### src/rtl/tw_pkg.sv
`timescale 1ns/1ps
package tw_pkg;
   localparam int DW = 8;
   localparam int AW = 2;

   localparam logic [AW-1:0] ADDR_CNT  = 2'd0;
   localparam logic [AW-1:0] ADDR_CTRL = 2'd1;
   localparam logic [AW-1:0] ADDR_IRQ  = 2'd2;

   localparam int IRQ_FLAG_BIT = 0;
   localparam int IRQ_EN_BIT   = 1;

   typedef struct packed {
      logic [1:0] spare;
      logic [2:0] rate;
      logic       psel_wdt;
      logic       edge_inv;
      logic       src_ext;
   } tw_ctrl_t;
endpackage

### src/rtl/tw_edge_src.sv
`timescale 1ns/1ps
module tw_edge_src (
   input  logic clk,
   input  logic rst_n,
   input  logic pin,
   input  logic inv,
   output logic evt
);
   logic cap_q, prev_q;

   always_ff @(posedge clk or negedge rst_n) begin
      if (!rst_n) begin
         cap_q  <= 1'b0;
         prev_q <= 1'b0;
      end else begin
         cap_q  <= pin ^ inv;
         prev_q <= cap_q;
      end
   end

   assign evt = cap_q & ~prev_q;

   AST_EDGE_SINGLE: assert property (@(posedge clk) disable iff (!rst_n) evt |=> !evt);
endmodule

### src/rtl/tw_prescaler.sv
`timescale 1ns/1ps
module tw_prescaler #(
   parameter int PW = 8,
   parameter int RW = 3
) (
   input  logic          clk,
   input  logic          rst_n,
   input  logic          clr,
   input  logic          tick_in,
   input  logic [RW-1:0] rate,
   output logic          tap_tmr,
   output logic          tap_wdt
);
   localparam int IW = $clog2(PW + 1);

   initial begin
      AST_PW_FITS: assert (PW >= (1 << RW)) else $fatal(1, "prescaler too narrow for rate field");
   end

   logic [PW-1:0] pre_q;
   logic [PW:0]   ones_lo;
   logic [IW-1:0] idx_t, idx_w;

   assign ones_lo[0] = 1'b1;
   for (genvar i = 0; i < PW; i++) begin : g_chain
      assign ones_lo[i+1] = ones_lo[i] & pre_q[i];
   end

   assign idx_t = IW'(rate) + IW'(1);
   assign idx_w = IW'(rate);

   assign tap_tmr = tick_in & ones_lo[idx_t];
   assign tap_wdt = tick_in & ones_lo[idx_w];

   always_ff @(posedge clk or negedge rst_n) begin
      if (!rst_n)       pre_q <= '0;
      else if (clr)     pre_q <= '0;
      else if (tick_in) pre_q <= pre_q + PW'(1);
   end

   AST_PRE_CLEAR: assert property (@(posedge clk) disable iff (!rst_n) clr |=> (pre_q == '0));
endmodule

### src/rtl/tw_sync.sv
`timescale 1ns/1ps
module tw_sync #(
   parameter int STAGES = 2
) (
   input  logic clk,
   input  logic rst_n,
   input  logic clr,
   input  logic d,
   output logic q
);
   initial begin
      AST_STAGES_MIN: assert (STAGES >= 1) else $fatal(1, "synchronizer needs a stage");
   end

   logic [STAGES-1:0] sh_q;

   if (STAGES == 1) begin : g_one
      always_ff @(posedge clk or negedge rst_n) begin
         if (!rst_n)   sh_q <= '0;
         else if (clr) sh_q <= '0;
         else          sh_q <= d;
      end
   end else begin : g_many
      always_ff @(posedge clk or negedge rst_n) begin
         if (!rst_n)   sh_q <= '0;
         else if (clr) sh_q <= '0;
         else          sh_q <= {sh_q[STAGES-2:0], d};
      end
   end

   assign q = sh_q[STAGES-1];

   AST_SYNC_FLUSH: assert property (@(posedge clk) disable iff (!rst_n) clr |=> !q);
endmodule

### src/rtl/tw_timer_wdt.sv
`timescale 1ns/1ps
module tw_timer_wdt
   import tw_pkg::*;
#(
   parameter int CW          = 8,
   parameter int PW          = 8,
   parameter int SYNC_STAGES = 2
) (
   input  logic          clk,
   input  logic          rst_n,
   input  logic          bus_we,
   input  logic [AW-1:0] bus_addr,
   input  logic [DW-1:0] bus_wdata,
   output logic [DW-1:0] bus_rdata,
   input  logic          ext_clk,
   input  logic          wdt_tick,
   input  logic          wdt_clear,
   input  logic          sleep,
   output logic          tmr_irq,
   output logic          wdt_out
);
   localparam int RW = 3;

   initial begin
      AST_CW_BUS: assert (CW <= DW && CW >= 1) else $fatal(1, "counter wider than bus");
   end

   tw_ctrl_t      ctrl_q;
   logic [CW-1:0] cnt_q;
   logic          flag_q, ien_q, wdt_q;
   logic          wr_cnt, wr_ctrl, wr_irq;
   logic          ext_evt, src_evt, tmr_src;
   logic          pre_in, pre_clr, tap_t, tap_w;
   logic          tmr_raw, inc_req, inc;

   assign wr_cnt  = bus_we && (bus_addr == ADDR_CNT);
   assign wr_ctrl = bus_we && (bus_addr == ADDR_CTRL);
   assign wr_irq  = bus_we && (bus_addr == ADDR_IRQ);

   tw_edge_src u_edge (
      .clk   (clk),
      .rst_n (rst_n),
      .pin   (ext_clk),
      .inv   (ctrl_q.edge_inv),
      .evt   (ext_evt)
   );

   assign src_evt = ctrl_q.src_ext ? ext_evt : 1'b1;
   assign tmr_src = src_evt & ~sleep;

   assign pre_in  = ctrl_q.psel_wdt ? wdt_tick  : tmr_src;
   assign pre_clr = ctrl_q.psel_wdt ? wdt_clear : wr_cnt;

   tw_prescaler #(.PW(PW), .RW(RW)) u_pre (
      .clk     (clk),
      .rst_n   (rst_n),
      .clr     (pre_clr),
      .tick_in (pre_in),
      .rate    (ctrl_q.rate),
      .tap_tmr (tap_t),
      .tap_wdt (tap_w)
   );

   assign tmr_raw = ctrl_q.psel_wdt ? tmr_src : tap_t;

   tw_sync #(.STAGES(SYNC_STAGES)) u_sync (
      .clk   (clk),
      .rst_n (rst_n),
      .clr   (wr_cnt),
      .d     (tmr_raw),
      .q     (inc_req)
   );

   assign inc = inc_req & ~sleep;

   always_ff @(posedge clk or negedge rst_n) begin
      if (!rst_n)      cnt_q <= '0;
      else if (wr_cnt) cnt_q <= bus_wdata[CW-1:0];
      else if (inc)    cnt_q <= cnt_q + CW'(1);
   end

   always_ff @(posedge clk or negedge rst_n) begin
      if (!rst_n)       ctrl_q <= '1;
      else if (wr_ctrl) ctrl_q <= tw_ctrl_t'(bus_wdata);
   end

   always_ff @(posedge clk or negedge rst_n) begin
      if (!rst_n) begin
         flag_q <= 1'b0;
         ien_q  <= 1'b0;
      end else begin
         if (inc && (&cnt_q)) flag_q <= 1'b1;
         else if (wr_irq)     flag_q <= bus_wdata[IRQ_FLAG_BIT];
         if (wr_irq)          ien_q  <= bus_wdata[IRQ_EN_BIT];
      end
   end

   always_ff @(posedge clk or negedge rst_n) begin
      if (!rst_n) wdt_q <= 1'b0;
      else        wdt_q <= ctrl_q.psel_wdt ? tap_w : wdt_tick;
   end

   assign wdt_out = wdt_q;
   assign tmr_irq = flag_q & ien_q;

   always_comb begin
      bus_rdata = '0;
      unique case (bus_addr)
         ADDR_CNT:  bus_rdata = DW'(cnt_q);
         ADDR_CTRL: bus_rdata = ctrl_q;
         ADDR_IRQ: begin
            bus_rdata[IRQ_FLAG_BIT] = flag_q;
            bus_rdata[IRQ_EN_BIT]   = ien_q;
         end
         default:   bus_rdata = '0;
      endcase
   end

   AST_CNT_STEP: assert property (@(posedge clk) disable iff (!rst_n) !wr_cnt |=> (cnt_q == $past(cnt_q) || cnt_q == CW'($past(cnt_q) + CW'(1))));
   AST_SLEEP_HOLD: assert property (@(posedge clk) disable iff (!rst_n) (sleep && !wr_cnt) |=> $stable(cnt_q));
   AST_WRAP_FLAG: assert property (@(posedge clk) disable iff (!rst_n) (inc && (&cnt_q) && !wr_cnt) |=> (flag_q && cnt_q == '0));
   AST_FLAG_STICKY: assert property (@(posedge clk) disable iff (!rst_n) (flag_q && !wr_irq) |=> flag_q);
   AST_WDT_BYPASS: assert property (@(posedge clk) disable iff (!rst_n) (!ctrl_q.psel_wdt && !wr_ctrl && wdt_tick) |=> wdt_out);
endmodule

### config.mk
export PLATFORM = sky130hd
export DESIGN_NAME = tw_timer_wdt
export DESIGN_NICKNAME = d
export VERILOG_FILES = /design/src/rtl/tw_pkg.sv /design/src/rtl/tw_edge_src.sv /design/src/rtl/tw_prescaler.sv /design/src/rtl/tw_sync.sv /design/src/rtl/tw_timer_wdt.sv
export SDC_FILE = /design/constraint.sdc
export NUM_CORES = 1
export LEC_CHECK = 0
export BUFFER_PORTS_ARGS = -buffer_cell sky130_fd_sc_hd__buf_2
export CORE_MARGIN = 10
export CORE_UTILIZATION = 43
export CTS_CLUSTER_SIZE = 25
export DETAILED_ROUTE_END_ITERATION = 8
export PLACE_DENSITY = 0.65
export SYNTH_ARGS = -nofsm -noshare
export SYNTH_HDL_FRONTEND = slang
export SYNTH_SLANG_ARGS = --single-unit
### constraint.sdc
create_clock -name clk -period 1.9 [get_ports clk]
set_input_delay 0.38 -clock clk [delete_from_list [all_inputs] [get_ports clk]]
set_output_delay 0.38 -clock clk [all_outputs]
set_load 0.01 [all_outputs]
==> metrics.md, run 1 <==
| Metric | Value |
|---|---|
| Number of fill cells | `366` |
| Initial antenna violation count | `0` |
| Setup TNS | `0 ns` |
| # rows | `23` |
| Placer Congestion | `0.824` |
| Power per cell area | `1070 mW/mm^2` |
| Clock Latency Late Sink | `0.28 ns` |
| Critical path class | `reg -> reg` |
| Routed WL per cell | `~15 um` |
| Core ar. | `between 0.003 and 0.004 sq mm` |
| H-tree depth | `2` |
| CP Capture Type | `register` |
| DR pass1 iterations | `4` |
| Primary FF master, synth | `dfrtp_1` |
| Gr usage total | `0.114` |
| FF+latch area | `just under 800 sq um` |
| Syn Area/Cell | `10.1 sq um` |
| Syn Inst Count | `174` |
| Post-synthesis sequential area ratio | `0.447` |
| Final worst setup slack | `0.0994 ns` |
| ANT nets after route | `0` |
| Outcome | `completed` |
| Hold Vio Cnt, Final | `0` |
| Worst Path Required | `2.07 ns` |
| Largest net degree at the start of global routing | `32` |
| Total wire length | `3930 um` |
| Vias in the first global route | `between 1000 and 1500` |
| Synth Net Count | `195` |
| CTS Hold Bufs | `0` |
| Die area | `0.00705 sq mm` |
| Distinct cells, synth | `40` |
| Worst Path Arrival | `1.97 ns` |
| Die height | `83.9 um` |
| Layout cell share with drive strength beyond 1 | `0.289` |
| Most common cell after layout, fill and taps aside | `buf_2` |
| Final Slew Violations | `0` |
| Starting DRC count in detailed routing | `between 70 and 80` |
| RSZ-0062 raised after global routing | `false` |
| Root Buffer | `clkbuf_8` |
| Fmax achieved | `555 MHz` |
| Hold Crit Class | `in -> async` |
| DP Worst Slack | `between 0.09 and 0.1 ns` |
| Post-CTS setup buffers | `0` |
| Maximum clock path buffer count | `2` |
| Tcrit/Tclk final | `0.948` |
| Vias per cell | `5.43` |
| Number of gates resized after CTS | `0` |
| Most frequent cells in the layout | `26 x buf_2, 23 x dfrtp_1, 17 x nand2_1` |
| Worst setup SP type | `register` |
| Maximum VDD drop | `586 uV` |
| First-pass GRT wire length | `6720 um` |
| Initial core utilization | `0.443` |
| Ys async rst share | `1.00` |
| Via count | `1378` |
| Worst Clk Skew | `0.00849 ns` |
| Worst-Margin Slew | `slightly below 0.7 ns` |
| Total gr overflow | `0` |
| Worst relative slew slack | `0.548` |
| Area of the multi-input gates | `around 910 sq um` |
| Chip Width | `83.9 um` |
| Post-layout min period | `1.80 ns` |
| DRC viols | `0` |
| Number of flops mapped to enable cells by yosys | `0` |
| Port Buf Inserts | `26` |
| Max cap viols | `0` |
| Hpwl dp | `2950 um` |
| Clk sink count | `31` |
| Warnings, synthesis | `0` |
| Leakage | `0.905 nW` |
| Crit-path max FO | `5` |
| ANT cells | `0` |
| # IOs | `27` |
| Clock transition at path regs | `0.07 ns` |
| Synth Cell Area | `0.00176 sq mm` |
| # setup viols final | `0` |
| Flops & latches, synth | `31` |
| CTS tree | `yes` |
| CTS Buf Count | `5` |
| Area delta synth->final | `16.9%` |
| Final net count | `about 220` |
==> sequential cells by signal, summed over array words and instances (netlist names) <==
register and flops:
cnt_q 8, ctrl_q 8, u_pre.pre_q 8, u_sync.sh_q 2, flag_q 1, ien_q 1, u_edge.cap_q 1, u_edge.prev_q 1
wdt_out 1
==> per-layer routing <==
metal,vias to the layer above,track usage,part of all wire
met5,-,0,0
met4,0,0.0487,0.015
met3,6,0.0381,0.034
met2,26,0.169,0.46
met1,665,0.147,0.50
li1,681,-,-
==> synthesized netlist by cell type, types with 2 or more instances <==
cell type,instances,area (sq um)
dfrtp_1,23,576
nand2_1,17,63.8
o21ai_0,14,70.1
mux2i_1,13,130
mux2_2,10,113
nor2_1,10,37.5
nand3_1,9,45.0
xor2_1,9,78.8
dfstp_2,8,210
a21oi_1,7,35.0
clkbuf_1,6,22.5
nor2b_1,5,31.3
ha_1,4,50.1
nand2b_1,3,18.8
nand4_1,3,18.8
or3_1,3,18.8
a221o_1,2,20.0
and2_1,2,12.5
buf_6,2,22.5
inv_1,2,7.51
o31ai_1,2,15.0
or4_1,2,15.0
==> where the power goes <==
part           internal, mW  switching [mW]  leakage (nW)
logic                 0.269           0.290         0.466
clock network         0.424           0.256        0.0612
registers             0.825           0.146         0.378
total                  1.52           0.691         0.905
==> cell type report <==
| cell class | instances | share of cell area |
|---|---|---|
| clock buffers | 6 | 0.0402 |
| clock inverters | 2 | 0.0170 |
| repair buffers | 31 | 0.0816 |
| inverters | 2 | 0.00365 |
| flip-flops and latches | 31 | 0.382 |
| well taps | 50 | 0.0304 |
| multi-input cells | 132 | 0.445 |
==> stage by stage <==
step | power, mW | area (sq um) | utilization | std cells | hold WS [ns]
5_1_grt | 2.36 | 2060 | 0.518 | 254 | 0.184
4_1_cts | 2.23 | 2060 | 0.518 | 254 | 0.157
3_3_place_gp | 1.52 | 1940 | 0.488 | 246 | 0.371
2_1_floorplan | 1.36 | 1760 | - | 174 | 0.0844
6_report | 2.21 | 2060 | 0.518 | 254 | 0.130
3_5_place_dp | 1.55 | 1940 | 0.488 | 246 | 0.378
==> worst max-delay path: stages (launching register included) <==
cell,delay [ns]
dfrtp_1,0.42
ha_1,0.26
ha_1,0.25
nand3_1,0.08
nor2_1,0.04
or4b_1,0.50
o311a_1,0.14
==> cells by family (layout without fill, tap and decap cells) <==
family,after synthesis,in the layout,synth area share
and+or+nand+nor,62,62,0.189
AOI/OAI and AO/OA,33,33,0.115
DFF,31,31,0.447
muxes,23,23,0.138
buffers and inverters,11,41,0.0327
xor gates and xnor gates,10,10,0.0498
adders and majority gates,4,4,0.0285
==> path summary, 6_finish.rpt <==
check / from / end / slack (ns) / cells after the start
setup / recovery: u_pre.pre_q[0] / u_sync.sh_q[0] / 0.1 / 6
hold reg to reg: u_edge.cap_q / u_edge.prev_q / 0.39 / 0
setup reg to reg: u_pre.pre_q[0] / u_sync.sh_q[0] / 0.1 / 6
max in group asynchronous: rst_n / u_pre.pre_q[1] / 1.33 / 1
hold / removal: rst_n / u_edge.cap_q / 0.13 / 1
min in group clk: ext_clk / u_edge.cap_q / 0.28 / 2
Power figures use the tool's default switching activity.
==> inputs of run 2 (changes only) <==
--- a/config.mk
+++ b/config.mk
@@ -5,12 +5,15 @@
 export SDC_FILE = /design/constraint.sdc
 export NUM_CORES = 1
 export LEC_CHECK = 0
+export ABC_AREA = 1
 export BUFFER_PORTS_ARGS = -buffer_cell sky130_fd_sc_hd__buf_2
+export CAP_MARGIN = 40
 export CORE_MARGIN = 10
 export CORE_UTILIZATION = 43
 export CTS_CLUSTER_SIZE = 25
 export DETAILED_ROUTE_END_ITERATION = 8
 export PLACE_DENSITY = 0.65
+export SLEW_MARGIN = 5
 export SYNTH_ARGS = -nofsm -noshare
 export SYNTH_HDL_FRONTEND = slang
 export SYNTH_SLANG_ARGS = --single-unit
==> metrics.md, run 2 <==
| Metric | Value |
|---|---|
| Core ar. | `approximately 0.0041 sq mm` |
| Crit path largest cell delay | `0.62 ns` |
| Sw Pwr | `0.667 mW` |
| Logic pwr share | `0.250` |
| # setup viols final | `0` |
| Max cap viols | `0` |
| Synth Net Count | `257` |
| Post-synthesis sequential area ratio | `0.430` |
| Flops & latches, synth | `31` |
| Synth Cell Area | `between 0.0015 and 0.002 sq mm` |
| Vias in the first global route | `around 1600` |
| Maximum clock path buffer count | `2` |
| Worst Path Required | `roughly 1.5 ns` |
| Crit-path max FO | `9` |
| DRC viols | `0` |
| Grt met1 use | `0.165` |
| Syn Area/Cell | `7.74 sq um` |
| Hold Crit Class | `in -> async` |
| Smallest hold slack | `0.135 ns` |
| Biggest regs | `cnt_q x8, ctrl_q x8, u_pre.pre_q x8` |
| WP buf/inv | `2` |
| Fmax achieved | `564 MHz` |
| Synth area leader | `dfrtp_1` |
| Leakage | `1.03 nW` |
| Critical Path, Cell by Cell | `inv_1, o21ai_1, buf_2` |
| Chip Width | `85.2 um` |
| Total chip power | `1.99 mW` |
| Root Buffer | `clkbuf_8` |
| Final net count | `~290` |
| First-pass GRT wire length | `approximately 7600 um` |
| Distinct cells, synth | `28` |
| Port Buf Inserts | `26` |
| GR peak layer | `met2` |
| Clock transition at path regs | `0.06 ns` |
| Hpwl dp | `3390 um` |
| CTS Hold Bufs | `0` |
| Cell-internal power | `1.32 mW` |
| Most common cell after layout, fill and taps aside | `nand2_1` |
| CTS tree | `yes` |
| Clock Latency Late Sink | `0.29 ns` |
| CTS Buf Count | `5` |
| Total gr overflow | `0` |
| Die area | `0.00726 sq mm` |
| Clk sink count | `31` |
| RSZ-0062 raised after global routing | `false` |
| Slowest-stage cell, CP | `dfstp_2` |
| Clock network power share | `0.286` |
| Met2 global-route usage | `0.195` |
| Syn Inst Count | `approximately 240` |
| DR pass1 iterations | `4` |
| Vias per cell | `5.15` |
| Layout cell share with drive strength beyond 1 | `0.187` |
| Sequential share of power | `0.464` |
| Maximum VDD drop | `476 uV` |
| Worst-Margin Slew | `0.687 ns` |
| Area delta synth->final | `15.2%` |
| Primary FF master, synth | `dfrtp_1` |
| Starting DRC count in detailed routing | `126` |
| Worst relative slew slack | `0.542` |
| Grt met3 use | `0.0382` |
| Post-layout min period | `around 1.8 ns` |
| Hold Vio Cnt, Final | `0` |
| Commonest cells in the synthesized netlist | `64 x nand2_1, 30 x inv_1, 23 x dfrtp_1` |
| Warnings, synthesis | `0` |
| Gr usage total | `0.128` |
| Most common cell in the netlist | `nand2_1` |
| Largest net degree at the start of global routing | `32` |
| Total wire length | `between 4000 and 5000 um` |
| Number of flops mapped to enable cells by yosys | `0` |
| Core Util, Final | `0.519` |
| Placer Congestion | `0.916` |
| Cells after DPL | `309` |
| Routed WL per cell | `13.8 um` |
| Worst Path Arrival | `1.39 ns` |
| Initial antenna violation count | `0` |
| Crit-path leading delay family | `flip-flops` |
| Most frequent cells in the layout | `64 x nand2_1, 30 x inv_1, 26 x buf_2` |
| ANT cells | `0` |
| Critical path class | `reg -> out` |
| Layout Cells excl Fill | `317` |
| Worst setup SP type | `register` |
| Area fraction of the dominant cell type after synthesis | `0.315` |
| Power per cell area | `945 mW/mm^2` |
| Switching share of total power | `0.335` |
| # rows | `23` |
| Initial core utilization | `0.450` |
| Ys async rst share | `1.00` |
| Outcome | `completed` |
| Tcrit/Tclk final | `0.934` |
| Via count | `approximately 1600` |
| ANT nets after route | `0` |
| Die height | `roughly 85 um` |
| Worst Clk Skew | `between 0.005 and 0.006 ns` |
| Setup TNS | `0 ns` |
| Final Slew Violations | `0` |
| # IOs | `27` |
| H-tree depth | `2` |
| CP Capture Type | `output port` |
| Top post-synthesis cells by area | `dfrtp_1 32%, nand2_1 13%, dfstp_2 12%` |
run 2: cell count changes in the layout (fill, tap and decap cells not counted), moves of 4 or more:
cell      previous run  this run
nand2_1             17        64
inv_1                2        30
mux2i_1             13         0
mux2_2              10         0
nand3_1              9        18
nor2_1              10        18
buf_4                5         0
nor2b_1              5         0
o221ai_1             0         4
run 2: final timing paths:
| kind | start | endpoint | slack (ns) | depth (start not counted) |
|---|---|---|---|---|
| min in group clk | ext_clk | u_edge.cap_q | 0.26 | 2 |
| worst max register to register | u_pre.pre_q[0] | wdt_out | 0.24 | 8 |
| worst min register to register | u_edge.cap_q | u_edge.prev_q | 0.38 | 0 |
| worst min-delay path | rst_n | flag_q | 0.13 | 1 |
| worst max-delay path | ctrl_q[3] | bus_rdata[3] | 0.13 | 3 |
| max in group asynchronous | rst_n | u_pre.pre_q[3] | 1.32 | 1 |
run 2: cell type report:
type / instances / area (sq um)
well taps: 50 / 62.6
multi-input cells: 171 / 907
fillers: 400 / 1950
flip-flops and latches: 31 / 786
clock buffers: 8 / 100
inverters: 31 / 119
repair buffers: 26 / 130
run 2: layer usage:
metal  part of all wire  routed length (um)
met5                  0                   0
met4              0.011                  49
met3              0.057                 249
met2               0.46                2000
met1               0.47                2080
run 2: stage by stage:
| stage | setup WS [ns] | area, sq um |
|---|---|---|
| floorplan | 0.463 | 1830 |
| global placement | 0.293 | 2000 |
| detailed placement | 0.258 | 2000 |
| CTS | 0.0610 | 2100 |
| global route | 0.0386 | 2100 |
| finish | 0.126 | 2100 |
run 2: repair_timing:
item | 4_1_cts | 5_1_grt
gates resized for setup | 0 | 1
setup buffers | 0 | 0
endpoints found under the setup margin | 0 | 1
endpoints found under the hold margin | 0 | 0
run 2: logic make-up (layout without fill, tap and decap cells):
family / count (synthesis) / after routing / share of synthesized area
adder cells (fa/ha/maj): 4 / 4 / 0.0274
buffers and inverters: 34 / 65 / 0.0733
AND/OR/NAND/NOR: 111 / 111 / 0.271
XOR/XNOR: 9 / 9 / 0.0432
AO/OA/AOI/OAI: 47 / 47 / 0.155
flip-flops: 31 / 31 / 0.430
run 2: power groups by stage:
stage / clock network (mW) / logic, mW / registers (mW)
floorplan: 0 / 0.357 / 0.893
global placement: 0 / 0.494 / 0.929
detailed placement: 0 / 0.497 / 0.930
CTS: 0.584 / 0.502 / 0.921
global route: 0.611 / 0.569 / 0.943
finish: 0.569 / 0.497 / 0.923
run 2: worst register-to-register path, cell delays in order (launching register included):
cell      delay, ns
dfrtp_1        0.40
ha_1           0.24
ha_1           0.21
nand2_1        0.11
nor2_1         0.18
o21ai_0        0.11
nand2_1        0.07
o211ai_1       0.07
a21boi_0       0.18
